**src/rtl/wlock_pkg.sv**
```systemverilog
package wlock_pkg;

    localparam int              SIG_W    = 16;
    localparam logic [SIG_W-1:0] SIG_POLY = 16'h1021;
    localparam logic [SIG_W-1:0] SIG_SEED = 16'hFFFF;

    // Sparse encoding: the pump state sits two bit flips away from every other state
    typedef enum logic [2:0] {
        WL_IDLE    = 3'b000,
        WL_COLLECT = 3'b011,
        WL_ARMED   = 3'b110,
        WL_PROG    = 3'b101
    } wl_state_t;

    typedef struct packed {
        logic busy;
        logic done;
        logic err;
    } wl_sig_stat_t;

    // Shift one word into the signature, most significant bit first
    function automatic logic [SIG_W-1:0] lfsr_word(input logic [SIG_W-1:0] c,
                                                   input logic [SIG_W-1:0] w);
        logic [SIG_W-1:0] r;
        logic             fb;
        r = c;
        for (int i = SIG_W - 1; i >= 0; i--) begin
            fb = r[SIG_W-1] ^ w[i];
            r  = {r[SIG_W-2:0], 1'b0};
            if (fb) r = r ^ SIG_POLY;
        end
        return r;
    endfunction

endpackage

```
**src/rtl/wlock_seq.sv**
```systemverilog
module wlock_seq
    import wlock_pkg::*;
#(
    parameter int                     CODE_W  = 8,
    parameter int                     NKEYS   = 4,
    parameter logic [NKEYS*CODE_W-1:0] KEY_SEQ = 32'hA55AC33C,
    parameter int                     WIN     = 256,
    parameter int                     PULSE   = 1024
) (
    input  logic              clk,
    input  logic              rst,
    input  logic              code_vld,
    input  logic [CODE_W-1:0] code,
    input  logic              wr_req,
    input  logic              lock_i,
    output logic              pump_en,
    output logic              armed
);
    localparam int TW = (WIN > 1)   ? $clog2(WIN)   : 1;
    localparam int PW = (PULSE > 1) ? $clog2(PULSE) : 1;
    localparam int SW = (NKEYS > 1) ? $clog2(NKEYS) : 1;

    wl_state_t     state, state_n;
    logic [TW-1:0] tmr, tmr_n;
    logic [PW-1:0] pcnt, pcnt_n;
    logic [SW-1:0] stage, stage_n;
    logic [CODE_W-1:0] expect_code;

    function automatic logic [CODE_W-1:0] key_at(input logic [SW-1:0] idx);
        return KEY_SEQ[(NKEYS - 1 - int'(idx)) * CODE_W +: CODE_W];
    endfunction

    assign expect_code = key_at(stage);

    always_comb begin
        state_n = state;
        stage_n = stage;
        tmr_n   = '0;
        pcnt_n  = '0;
        case (state)
            WL_IDLE: begin
                if (code_vld && code == key_at('0)) begin
                    state_n = (NKEYS == 1) ? WL_ARMED : WL_COLLECT;
                    stage_n = SW'(1 % NKEYS);
                end
            end
            WL_COLLECT: begin
                tmr_n = tmr + 1'b1;
                if (code_vld) begin
                    tmr_n = '0;
                    if (code != expect_code) begin
                        state_n = WL_IDLE;
                        stage_n = '0;
                    end else if (stage == SW'(NKEYS - 1)) begin
                        state_n = WL_ARMED;
                        stage_n = '0;
                    end else begin
                        stage_n = stage + 1'b1;
                    end
                end else if (tmr == TW'(WIN - 1)) begin
                    state_n = WL_IDLE;
                    stage_n = '0;
                end
            end
            WL_ARMED: begin
                tmr_n = tmr + 1'b1;
                if (code_vld) begin
                    state_n = WL_IDLE;
                end else if (wr_req) begin
                    state_n = WL_PROG;
                end else if (tmr == TW'(WIN - 1)) begin
                    state_n = WL_IDLE;
                end
            end
            WL_PROG: begin
                pcnt_n = pcnt + 1'b1;
                if (pcnt == PW'(PULSE - 1)) state_n = WL_IDLE;
            end
            default: begin
                state_n = WL_IDLE;
                stage_n = '0;
            end
        endcase
        if (lock_i) begin
            state_n = WL_IDLE;
            stage_n = '0;
        end
        if (state_n == WL_IDLE) begin
            tmr_n  = '0;
            pcnt_n = '0;
        end
    end

    always_ff @(posedge clk) begin
        if (rst) begin
            state <= WL_IDLE;
            stage <= '0;
            tmr   <= '0;
            pcnt  <= '0;
        end else begin
            state <= state_n;
            stage <= stage_n;
            tmr   <= tmr_n;
            pcnt  <= pcnt_n;
        end
    end

    assign pump_en = (state == WL_PROG);
    assign armed   = (state == WL_ARMED);

    AST_PUMP_ENTRY: assert property (@(posedge clk) disable iff (rst)
        $rose(state == WL_PROG) |-> $past(state == WL_ARMED && wr_req && !code_vld && !lock_i));
    AST_BAD_CODE: assert property (@(posedge clk) disable iff (rst)
        (state == WL_COLLECT && code_vld && code != expect_code) |=> state == WL_IDLE);
    AST_GAP_EXPIRE: assert property (@(posedge clk) disable iff (rst)
        (state == WL_COLLECT && tmr == TW'(WIN - 1) && !code_vld) |=> state == WL_IDLE);
    AST_PULSE_LEN: assert property (@(posedge clk) disable iff (rst)
        $fell(state == WL_PROG) |-> ($past(pcnt) == PW'(PULSE - 1) || $past(lock_i)));
    AST_LOCK_IDLE: assert property (@(posedge clk) disable iff (rst)
        lock_i |=> state == WL_IDLE);

endmodule

```
**src/rtl/wlock_sig.sv**
```systemverilog
module wlock_sig
    import wlock_pkg::*;
#(
    parameter int NWORDS = 8
) (
    input  logic             clk,
    input  logic             rst,
    input  logic             start,
    input  logic             word_vld,
    input  logic [SIG_W-1:0] word,
    input  logic [SIG_W-1:0] ref_val,
    output logic             done,
    output logic             err
);
    localparam int CW = (NWORDS > 1) ? $clog2(NWORDS) : 1;

    wl_sig_stat_t     st;
    logic [SIG_W-1:0] acc, acc_nx;
    logic [CW-1:0]    cnt;

    assign acc_nx = lfsr_word(acc, word);

    always_ff @(posedge clk) begin
        if (rst) begin
            st  <= '0;
            acc <= SIG_SEED;
            cnt <= '0;
        end else if (start) begin
            st  <= '{busy: 1'b1, done: 1'b0, err: 1'b0};
            acc <= SIG_SEED;
            cnt <= '0;
        end else if (word_vld && st.busy) begin
            acc <= acc_nx;
            if (cnt == CW'(NWORDS - 1)) begin
                st.busy <= 1'b0;
                st.done <= 1'b1;
                st.err  <= (acc_nx != ref_val);
            end else begin
                cnt <= cnt + 1'b1;
            end
        end
    end

    assign done = st.done;
    assign err  = st.err;

    AST_SIG_DONE: assert property (@(posedge clk) disable iff (rst)
        $rose(st.done) |-> $past(word_vld && st.busy));
    AST_SIG_ERR_ONLY_DONE: assert property (@(posedge clk) disable iff (rst)
        st.err |-> st.done);
    AST_SIG_QUIET: assert property (@(posedge clk) disable iff (rst)
        (!st.busy && !start) |=> ($stable(acc) && $stable(st.err)));

endmodule

```
**src/rtl/wlock_ctrl.sv**
```systemverilog
module wlock_ctrl
    import wlock_pkg::*;
#(
    parameter int                     CODE_W  = 8,
    parameter int                     NKEYS   = 4,
    parameter logic [NKEYS*CODE_W-1:0] KEY_SEQ = 32'hA55AC33C,
    parameter int                     WIN     = 256,
    parameter int                     PULSE   = 1024,
    parameter int                     NWORDS  = 8
) (
    input  logic              clk,
    input  logic              rst,
    input  logic              code_vld,
    input  logic [CODE_W-1:0] code,
    input  logic              wr_req,
    input  logic              lock_in,
    input  logic              sig_start,
    input  logic              word_vld,
    input  logic [SIG_W-1:0]  word,
    input  logic [SIG_W-1:0]  sig_ref,
    output logic              pump_en,
    output logic              key_ok,
    output logic              perm_locked,
    output logic              sig_done,
    output logic              sig_err
);
    logic perm_q;
    logic lock_any;

    always_ff @(posedge clk) begin
        if (rst) perm_q <= 1'b0;
        else     perm_q <= perm_q | lock_in;
    end

    assign lock_any    = perm_q | lock_in;
    assign perm_locked = perm_q;

    wlock_seq #(
        .CODE_W (CODE_W),
        .NKEYS  (NKEYS),
        .KEY_SEQ(KEY_SEQ),
        .WIN    (WIN),
        .PULSE  (PULSE)
    ) u_seq (
        .clk     (clk),
        .rst     (rst),
        .code_vld(code_vld),
        .code    (code),
        .wr_req  (wr_req),
        .lock_i  (lock_any),
        .pump_en (pump_en),
        .armed   (key_ok)
    );

    wlock_sig #(
        .NWORDS(NWORDS)
    ) u_sig (
        .clk     (clk),
        .rst     (rst),
        .start   (sig_start),
        .word_vld(word_vld),
        .word    (word),
        .ref_val (sig_ref),
        .done    (sig_done),
        .err     (sig_err)
    );

    AST_LOCK_STICKY: assert property (@(posedge clk) disable iff (rst)
        perm_q |=> perm_q);
    AST_LOCK_NO_PUMP: assert property (@(posedge clk) disable iff (rst)
        perm_q |-> (!pump_en && !key_ok));

endmodule

```
**config.mk**
```make
export PLATFORM = sky130hd
export DESIGN_NAME = wlock_ctrl
export DESIGN_NICKNAME = d
export VERILOG_FILES = /design/src/rtl/wlock_pkg.sv /design/src/rtl/wlock_seq.sv /design/src/rtl/wlock_sig.sv /design/src/rtl/wlock_ctrl.sv
export SDC_FILE = /design/constraint.sdc
export NUM_CORES = 1
export LEC_CHECK = 0
export ABC_AREA = 0
export BUFFER_PORTS_ARGS = -buffer_cell sky130_fd_sc_hd__buf_2
export CAP_MARGIN = 25
export CORE_ASPECT_RATIO = 1.5
export CORE_MARGIN = 10
export CORE_UTILIZATION = 45
export DETAILED_ROUTE_END_ITERATION = 10
export GPL_TIMING_DRIVEN = 0
export PLACE_DENSITY = 0.66
export SYNTH_ARGS = -nofsm -noshare
export SYNTH_HDL_FRONTEND = slang
export SYNTH_SLANG_ARGS = --single-unit
```
**constraint.sdc**
```tcl
create_clock -name clk -period 2.9 [get_ports clk]
set_input_delay 0.29 -clock clk [delete_from_list [all_inputs] [get_ports clk]]
set_output_delay 0.29 -clock clk [all_outputs]
set_load 0.01 [all_outputs]
```
# ---- Word-level counts from Yosys, hierarchy flattened
# Index checks and enable logic that the tools add are counted.
dict set report word_totals {
  latch_bits 0
  mem_bits_ro 0
  register_bits 46
  n_memories 0
  input_bits 47
  elab_cells 116
  ramBits 0
  out_inout_bits 5
}
dict set report op_classes {
  reduce_logical 15
  n_shift 1
  muxes 37
  bitwise_logic 36
  n_eq_ne 12
  div 0
  addsub 5
  n_lt_le_gt_ge 0
  mul 0
}
# cell n
set op_table {}
lappend op_table {{13-bit 2-to-1 mux} 16}
lappend op_table {{3-bit NOT} 16}
lappend op_table {{3-bit 2-to-1 mux} 12}
lappend op_table {{32-bit by 32-bit indexed part select with 8-bit output (first input constant)} 1}
lappend op_table {{8-bit equality test (second input constant)} 2}
lappend op_table {{16-bit inequality test} 1}
lappend op_table {{8-bit one-hot mux with 2 select lines} 1}
lappend op_table {{1-bit bitwise XOR} 16}
lappend op_table {{3-bit one-hot mux with 4 select lines} 1}
lappend op_table {{10-bit by 1-bit adder with 10-bit output (second input constant)} 1}
lappend op_table {{10-bit equality test (second input constant)} 1}
lappend op_table {{2-bit 2-to-1 mux} 5}
lappend op_table {{3-bit equality test (second input constant)} 3}
lappend op_table {{8-bit by 1-bit adder with 8-bit output (second input constant)} 1}
lappend op_table {{8-bit 2-to-1 mux} 1}
lappend op_table {{8-bit inequality test} 1}
lappend op_table {{2-bit OR reduction} 4}
lappend op_table {{3-bit logical NOT} 2}
lappend op_table {{2-bit one-hot mux with 3 select lines} 1}
lappend op_table {{2-bit AND reduction} 3}
lappend op_table {{2-bit nonzero test} 2}
lappend op_table {{3-bit by 1-bit adder with 3-bit output (second input constant)} 1}
lappend op_table {{3-bit by 2-bit equality test with 1-bit output (second input constant)} 1}
lappend op_table {{3-bit by 2-bit inequality test with 1-bit output (second input constant)} 1}
lappend op_table {{9 further kinds} 12}

# ---- Longest topological paths before layout
# Gate-level depths: netlist of the first run.
dict set report logic_depth {
  depth_word 36
  ltp_mapped 8
  mapped_depth_nobuf 8
}

# ---- Modules after synthesis
# From an unflattened synthesis of the first run, not the netlist that was laid out.
dict set report hier_totals {
  hier_cells 323
  area_unflattened_um2 3039.2
}
# mod seq_area_each_um2 area_each_um2 instances cells_each
set modules_own_cells {}
lappend modules_own_cells {wlock_sig 440.4 1710.4 1 175}
lappend modules_own_cells {wlock_seq 460.4 1292.5 1 145}
lappend modules_own_cells {wlock_ctrl 20.0 36.3 1 3}

# ---- Worst setup path before layout of the first run
# Ideal clock, no wire load.
dict set report synth_timing {
  kind {reg-to-reg}
  start {reg u_sig.acc[14]}
  end {reg, netlist name u_sig.err}
  t_arrival_ps 2348
  setup_time_ps 120
  stages_incl_launch_ff 8
  required_ps 2780
  setup_slack_ps 433
  path_buffers 0
  period_less_slack_ps 2467
  cell_sequence {dfxtp_1 > xnor2_2 > xnor3_4 > xnor3_1 > or3_1 > a22oi_1 > nand4_1 > o31a_1}
}
dict set report synth_via {
  elab_chain_cells 17
  elab_cells_between_ends 27
  cone_classes {eq/ne (1); mux (15); bitwise (11)}
}
# element line_no
set synth_lines {}
lappend synth_lines {{from (decl)} wlock_sig.sv:18} ;# logic [SIG_W-1:0] acc, acc_nx;
lappend synth_lines {{from (signal assigned)} wlock_sig.sv:33} ;# acc <= acc_nx;
lappend synth_lines {{1-bit bitwise XOR *} wlock_pkg.sv:28} ;# fb = r[SIG_W-1] ^ w[i];
lappend synth_lines {{13-bit 2-to-1 mux *} wlock_pkg.sv:30} ;# if (fb) r = r ^ SIG_POLY;
lappend synth_lines {{13-bit 2-to-1 mux (3 in a row)} wlock_pkg.sv:30}
lappend synth_lines {{13-bit 2-to-1 mux *} wlock_pkg.sv:30}
lappend synth_lines {{3-bit NOT (no source line)} -}
lappend synth_lines {{13-bit 2-to-1 mux (7 in a row)} wlock_pkg.sv:30}
lappend synth_lines {{3-bit NOT (no source line)} -}
lappend synth_lines {{13-bit 2-to-1 mux} wlock_pkg.sv:30}
lappend synth_lines {{16-bit inequality test *} wlock_sig.sv:37} ;# st.err <= (acc_nx != ref_val);
# Mark *: on every way between the ends. The rest lies on a longest branch, timed or not.
# A chain may end at the register's enable or synchronous reset.

# ---- Worst setup path after layout of the first run
dict set report layout_timing {
  start {reg u_sig.acc[14]}
  end {reg, netlist name u_sig.err}
}
dict set report layout_via {
  elab_chain_cells 17
  elab_cells_between_ends 27
  cone_classes {eq/ne (1); mux (15); bitwise (11)}
}
# element line_no
set layout_lines {}
lappend layout_lines {{1-bit bitwise XOR *} wlock_pkg.sv:28}
lappend layout_lines {{13-bit 2-to-1 mux *} wlock_pkg.sv:30}
lappend layout_lines {{13-bit 2-to-1 mux (3 in a row)} wlock_pkg.sv:30}
lappend layout_lines {{13-bit 2-to-1 mux *} wlock_pkg.sv:30}
lappend layout_lines {{3-bit NOT (no source line)} -}
lappend layout_lines {{13-bit 2-to-1 mux (7 in a row)} wlock_pkg.sv:30}
lappend layout_lines {{3-bit NOT (no source line)} -}
lappend layout_lines {{13-bit 2-to-1 mux} wlock_pkg.sv:30}
lappend layout_lines {{16-bit inequality test *} wlock_sig.sv:37}
# Marks and branches as above.

==> results of run 1 <==
registers in the layout, indices dropped and copies added, names as in the netlist:
| register | flops |
|---|---|
| u_sig.acc | 16 |
| u_seq.pcnt | 10 |
| u_seq.tmr | 8 |
| u_seq.state | 3 |
| u_sig.cnt | 3 |
| u_seq.stage | 2 |
| perm_locked | 1 |
| u_sig.done | 1 |
| u_sig.err | 1 |
| u_sig.st | 1 |
critical path, cell delays in order, from the launching register on:
cell     delay, ns
dfxtp_1       0.36
xnor2_2       0.34
xnor3_4       0.68
xnor3_1       0.39
or3_1         0.37
a22oi_1       0.19
nand4_1       0.12
o31a_1        0.24
power by group:
group	leakage (nW)	internal (W)	switching, W
Combinational	0.917	0.000315	0.000329
Clock	0.0383	0.000166	0.000205
Sequential	0.373	0.000643	0.0000107
metal layers:
layer  part of all wire  routed length (microns)
met2               0.50                     3470
met4              0.035                      241
met3              0.060                      415
met1               0.40                     2790
met5                  0                        0
through the flow:
stage | hold WS [ns] | cells | area [sq um] | total power, W
after global routing | 0.239 | 460 | 3360 | 0.00176
after global placement | 0.445 | 453 | 3280 | 0.00130
after floorplan | 0.362 | 326 | 2930 | 0.00118
after CTS | 0.211 | 460 | 3360 | 0.00169
final | 0.222 | 460 | 3360 | 0.00167
after detailed placement | 0.458 | 453 | 3280 | 0.00131
synthesized netlist by cell type (3+ instances only):
master	number	area [sq um]
or3_1	9	56.3
inv_1	7	26.3
nand2_1	32	120
nand3_1	18	90.1
xnor2_1	53	464
nand2b_1	3	18.8
o211ai_1	6	45.0
nor3_1	13	65.1
xor2_2	5	81.3
xnor2_2	4	65.1
a21oi_1	10	50.1
ha_1	7	87.6
nor2b_1	3	18.8
nand4_1	4	25.0
clkbuf_1	7	26.3
xor2_1	15	131
nor2_1	28	105
o21ai_1	4	20.0
o21ai_0	13	65.1
and3_1	5	31.3
dfxtp_1	46	921
area by class of cell:
type	instances	area [sq um]
repair buffers	51	255
well taps	76	95.1
flip-flops and latches	46	921
clock buffers	7	76.3
fillers	635	3080
inverters	7	26.3
multi-input cells	266	1960
plain buffers	7	26.3
kinds of logic (layout without fill, tap and decap cells):
group	Yosys count	in the layout	synth area share
AO/OA/AOI/OAI	44	44	0.0921
XOR/XNOR	86	86	0.329
adder cells (fa/ha/maj)	7	7	0.0298
buffers and inverters	14	72	0.0179
flip-flops	46	46	0.314
multiplexers	2	2	0.00682
AND/OR/NAND/NOR	127	127	0.211
how the worst max path moves through the flow:
stage	startpoint	end	slack, ns	cells past startpoint
5_1_grt	u_sig.acc[13]$_SDFFE_PP1P_	u_sig.err$_SDFFE_PP0P_	0.002	7
2_1_floorplan	u_sig.acc[14]$_SDFFE_PP1P_	u_sig.err$_SDFFE_PP0P_	0.43	7
6_report	u_sig.acc[14]$_SDFFE_PP1P_	u_sig.err$_SDFFE_PP0P_	0.10	7
3_3_place_gp	word[14]	u_sig.err$_SDFFE_PP0P_	0.09	8
4_1_cts	u_sig.acc[14]$_SDFFE_PP1P_	u_sig.err$_SDFFE_PP0P_	0.12	7
3_5_place_dp	word[14]	u_sig.err$_SDFFE_PP0P_	0.09	8
cells in the final DEF (no fill, tap or decap), drive strengths merged:
cell and instances:
nand2b 3, mux2i 2, nor4b 1, o2111ai 1, nand3 18, nor4 2
xnor3 5, o41ai 1, a21oi 10, nor2 28, ha 7, and2 2
nor3 13, a21bo 1, a31oi 1, or3 9, a211oi 1, xor2 20
xor3 2, o211ai 6, nor3b 2, o32ai 1, a22oi 2, nor4bb 2
or2 3, buf 51, dfxtp 46, clkbuf 14, o21ai 17, inv 7
nor2b 3, nand4 4, o31ai 1, a2bb2oi 1, and3 5, o31a 1
nand2 32, xnor2 59
==> impl_metrics.csv, run 1 <==
group,metric,value,unit
die,die_x,85.9,microns
logic_synthesis,synth_edf_count,0,
place,numPortBuffers,51,
grt,antenna_found_initial,0,
min_path,min_path_cells,2,
clock_network,clk_pin_slew,0.09,ns
worst_setup_path,crit_fanout,8,
worst_setup_path,reg2reg_from,"u_sig.acc[14]$_SDFFE_PP1P_",
worst_setup_path,r2r_cells,7,
run_status,outcome,"completed",
logic_synthesis,yosysSeqAreaShare,0.314,
clock_network,clkLatencyLatePin,0.30,ns
sta,setup_tns,0,ns
die,initial_core_util,0.456,
clock_network,cts_tree,"built",
grt,grt.total_usage,0.138,
min_path,holdPathEnd,"perm_locked$_SDFF_PP0_",
worst_setup_path,arrival,2.99,ns
clock_network,cts.sinks,46,
min_path,min-delay-path-class,"in -> reg",
power_and_ir_drop,ir_drop,0.270,mV
worst_setup_path,ff2ff_setup_slack,0.10,ns
sta,drv_slew,0,
logic_synthesis,yosys_most_used_dff,"dfxtp_1",
place,globalplace.congestion,0.827,
cells_and_area,final_util,0.522,
clock_network,hold_buffers,0,
sta,fmax,357,MHz
worst_setup_path,end_kind,"register",
grt,grt-ovfl-total,0,
power_and_ir_drop,leakagePower,1.33,nW
logic_synthesis,syn_inst,326,
drt,wl_per_cell,15.0,microns
sta,fin_ws,0.103,ns
die,ioPinCount,52,
clock_network,cts_resized,0,
cells_and_area,area_growth,14.5,%
drt,first_pass_iters,4,
logic_synthesis,syn_nets,380,
grt,use_met2,0.247,
min_path,hp-start,"rst",
sta,setup_viol,0,
die,fp.dieArea,10200,sq um
drt,drc,0,
job,max_cap_violations,0,
grt,use_met3,0.0416,
logic_synthesis,ys_ff_latch,46,
clock_network,clock_path_buffers,2,
sta,fin_crit_sh,0.965,
logic_synthesis,syn_area,2930,sq um
die,placeableCoreArea,6440,sq um
clock_network,htree_levels,2,
grt,grtUsageMet1,0.139,
cells_and_area,layout.nets,438,
drt,ant_nets,0,
worst_setup_path,timing.rr.end,"u_sig.err$_SDFFE_PP0P_",
grt,grt_pass1_vias,2590,
clock_network,cts_buffers,5,
grt,grt_max_degree,13,
grt,grt_pass1_wl,11.6,mm
logic_synthesis,ys_warn_count,0,
clock_network,cts_setup_buffers,0,
sta,rsz0062_at_grt,"false",
drt,num_vias,2434,
logic_synthesis,synth-async-reset-ratio,0,
worst_setup_path,startpoint_type,"register",
worst_setup_path,path_class,"reg -> reg",
place,dp_hpwl,5.61,mm
cells_and_area,insertedDiodeCount,0,
drt,first_iter_violations,88,
sta,hold_violations,0,
die,die_y,119,microns
place,place_ws,0.0948,ns
sta,fin_crit,2.80,ns
power_and_ir_drop,p_per_area,497,nW/um^2
clock_network,cts_root_buf,"clkbuf_8",
die,rows,36,
sta,timing.slew.headroom,0.418,
sta,worst-slew-pin-transition,0.861,ns
logic_synthesis,synth.avg_cell_area,9.00,sq um
logic_synthesis,synthDistinctLibCells,45,
drt,routed_wl,6.91,mm
sta,fin_skew,0.00990,ns
worst_setup_path,critical_path_required,3.09,ns
cells_and_area,final_layout_size_suffix_gt1_frac,0.193,
grt,top_usage_layer,"met2",
drt,viasPerCell,5.29,
No activity file was read; power rests on OpenSTA's default activity.
==> run 2, diff against run 1 <==
Settings changed: CORE_UTILIZATION 45 to 56, PLACE_DENSITY 0.66 to 0.8.
==> impl_metrics.csv, run 2 (synthesized netlist as in run 1, its figures left out) <==
group,metric,value,unit
cells_and_area,seqCellArea,921,sq um
job,max_cap_violations,0,
sta,timing.slew.headroom,0.439,
drt,routed_wl,6.76,mm
place,globalplace.congestion,0.844,
drt,wl_per_cell,14.8,microns
clock_network,clkLatencyLatePin,0.31,ns
sta,fin_skew,0.0158,ns
cells_and_area,stdcell_area,3420,sq um
clock_network,cts_root_buf,"clkbuf_8",
sta,fin_crit,2.76,ns
place,postPlaceCellArea,3270,sq um
worst_setup_path,cp_slowest_cell,"xor3_2",
drt,ant_nets,0,
worst_setup_path,slowest_delay,0.56,ns
cells_and_area,final_common_cell,"xnor2_1",
cells_and_area,insertedDiodeCount,0,
place,dp.cells,445,
grt,grt_max_degree,18,
drt,viasPerCell,5.42,
run_status,outcome,"completed",
cells_and_area,layout_common_cells,"xnor2_1, buf_2, dfxtp_1",
power_and_ir_drop,total_power,0.00176,W
drt,first_iter_violations,109,
sta,setup_tns,0,ns
sta,rsz0062_at_grt,"false",
grt,grt.total_usage,0.168,
clock_network,htree_levels,2,
worst_setup_path,end_kind,"register",
cells_and_area,top_register,"u_sig.acc",
worst_setup_path,critical_path_required,3.11,ns
die,ioPinCount,52,
sta,drv_slew,0,
min_path,min-delay-path-class,"in -> reg",
drt,first_pass_iters,4,
sta,setup_viol,0,
sta,fin_ws,0.144,ns
cells_and_area,layout.cells.non_filler,457,
worst_setup_path,arrival,2.97,ns
grt,grt_pass1_vias,2683,
sta,hold_violations,0,
clock_network,clock_path_buffers,2,
die,rows,32,
cells_and_area,largest_reg_flops,16,
worst_setup_path,path_cells,"xor3_2, xnor3_1, xnor3_2, xor2_2, xnor2_1, nand4_1, o31a_1",
clock_network,cts_buffers,5,
cells_and_area,area_growth,16.5,%
clock_network,clk_pin_slew,0.10,ns
die,die_x,79.1,microns
cells_and_area,final_layout_size_suffix_gt1_frac,0.211,
grt,antenna_found_initial,0,
sta,worst-slew-pin-transition,0.830,ns
place,dp_hpwl,5.40,mm
sta,fin_crit_sh,0.950,
die,die_y,109,microns
drt,num_vias,2475,
die,placeableCoreArea,5120,sq um
worst_setup_path,crit_fanout,5,
power_and_ir_drop,p_per_area,514,nW/um^2
clock_network,cts_tree,"built",
place,place_ws,0.0862,ns
die,fp.dieArea,8590,sq um
worst_setup_path,path_class,"reg -> reg",
grt,grt_pass1_wl,11.7,mm
grt,grt-ovfl-total,0,
die,initial_core_util,0.573,
worst_setup_path,startpoint_type,"register",
cells_and_area,multi_input_area,1980,sq um
power_and_ir_drop,ir_drop,0.440,mV
clock_network,cts.sinks,46,
cells_and_area,fillers,444,
place,numPortBuffers,51,
cells_and_area,reg_top3,"u_sig.acc: 16 flops, u_seq.pcnt: 10 flops, u_seq.tmr: 8 flops",
sta,fmax,363,MHz
power_and_ir_drop,leakagePower,1.37,nW
cells_and_area,layout.nets,442,
drt,drc,0,
-- run 2: cell count changes in the layout (fill, tap and decap cells not counted), sizes merged --
cell and delta:
inv +3, clkbuf -2, buf +4
-- run 2: timing repair --
item | in CTS | in global routing
hold buffers | 0 | 0
buffers inserted | 0 | 4
resized for setup | 0 | 2
setup endpoints to repair | 0 | 1
-- run 2: critical path, delay by kind of cell, from the launching register on --
kind,cells,cell delay (ns)
flip-flops,1,0.43
AND/OR/NAND/NOR,1,0.14
AO/OA/AOI/OAI,1,0.31
XOR/XNOR,5,1.79
-- run 2: worst paths after layout --
check,start,to,slack [ns],depth (start not counted)
min reg2reg,u_seq.tmr[0]$_SDFF_PP0_,u_seq.tmr[0]$_SDFF_PP0_,0.47,1
max reg2reg,u_sig.acc[15]$_SDFFE_PP1P_,u_sig.err$_SDFFE_PP0P_,0.14,7
min,rst,u_sig.st[2]$_SDFFE_PP0P_,0.21,2
max,u_sig.acc[15]$_SDFFE_PP1P_,u_sig.err$_SDFFE_PP0P_,0.14,7
-- run 2: per-layer routing --
layer / routed length (microns) / up-vias / GRT usage / share of wire
met3: 354 / 15 / 0.0511 / 0.052
met5: 0 / - / 0 / 0
li1: - / 1242 / - / -
met1: 2530 / 1160 / 0.158 / 0.37
met2: 3660 / 58 / 0.314 / 0.54
met4: 213 / 0 / 0.0900 / 0.032
-- run 2: stage by stage --
stage	utilization	hold WS, ns
after detailed placement	0.639	0.456
after global placement	0.639	0.443
after CTS	0.657	0.206
final	0.667	0.206
after global routing	0.667	0.214
after floorplan	-	0.362
-- run 2: layout make-up --
type | instances | share of cell area
plain buffers | 7 | 0.00769
clock buffers | 5 | 0.0201
clock inverters | 3 | 0.00769
inverters | 7 | 0.00769
multi-input cells | 266 | 0.579
flip-flops and latches | 46 | 0.269
well taps | 68 | 0.0249
repair buffers | 55 | 0.0835
-- run 2: where the power goes --
part	total, W	switching, W	internal [W]
Combinational	0.000680	0.000346	0.000335
Sequential	0.000655	0.0000116	0.000643
Clock	0.000423	0.000243	0.000179
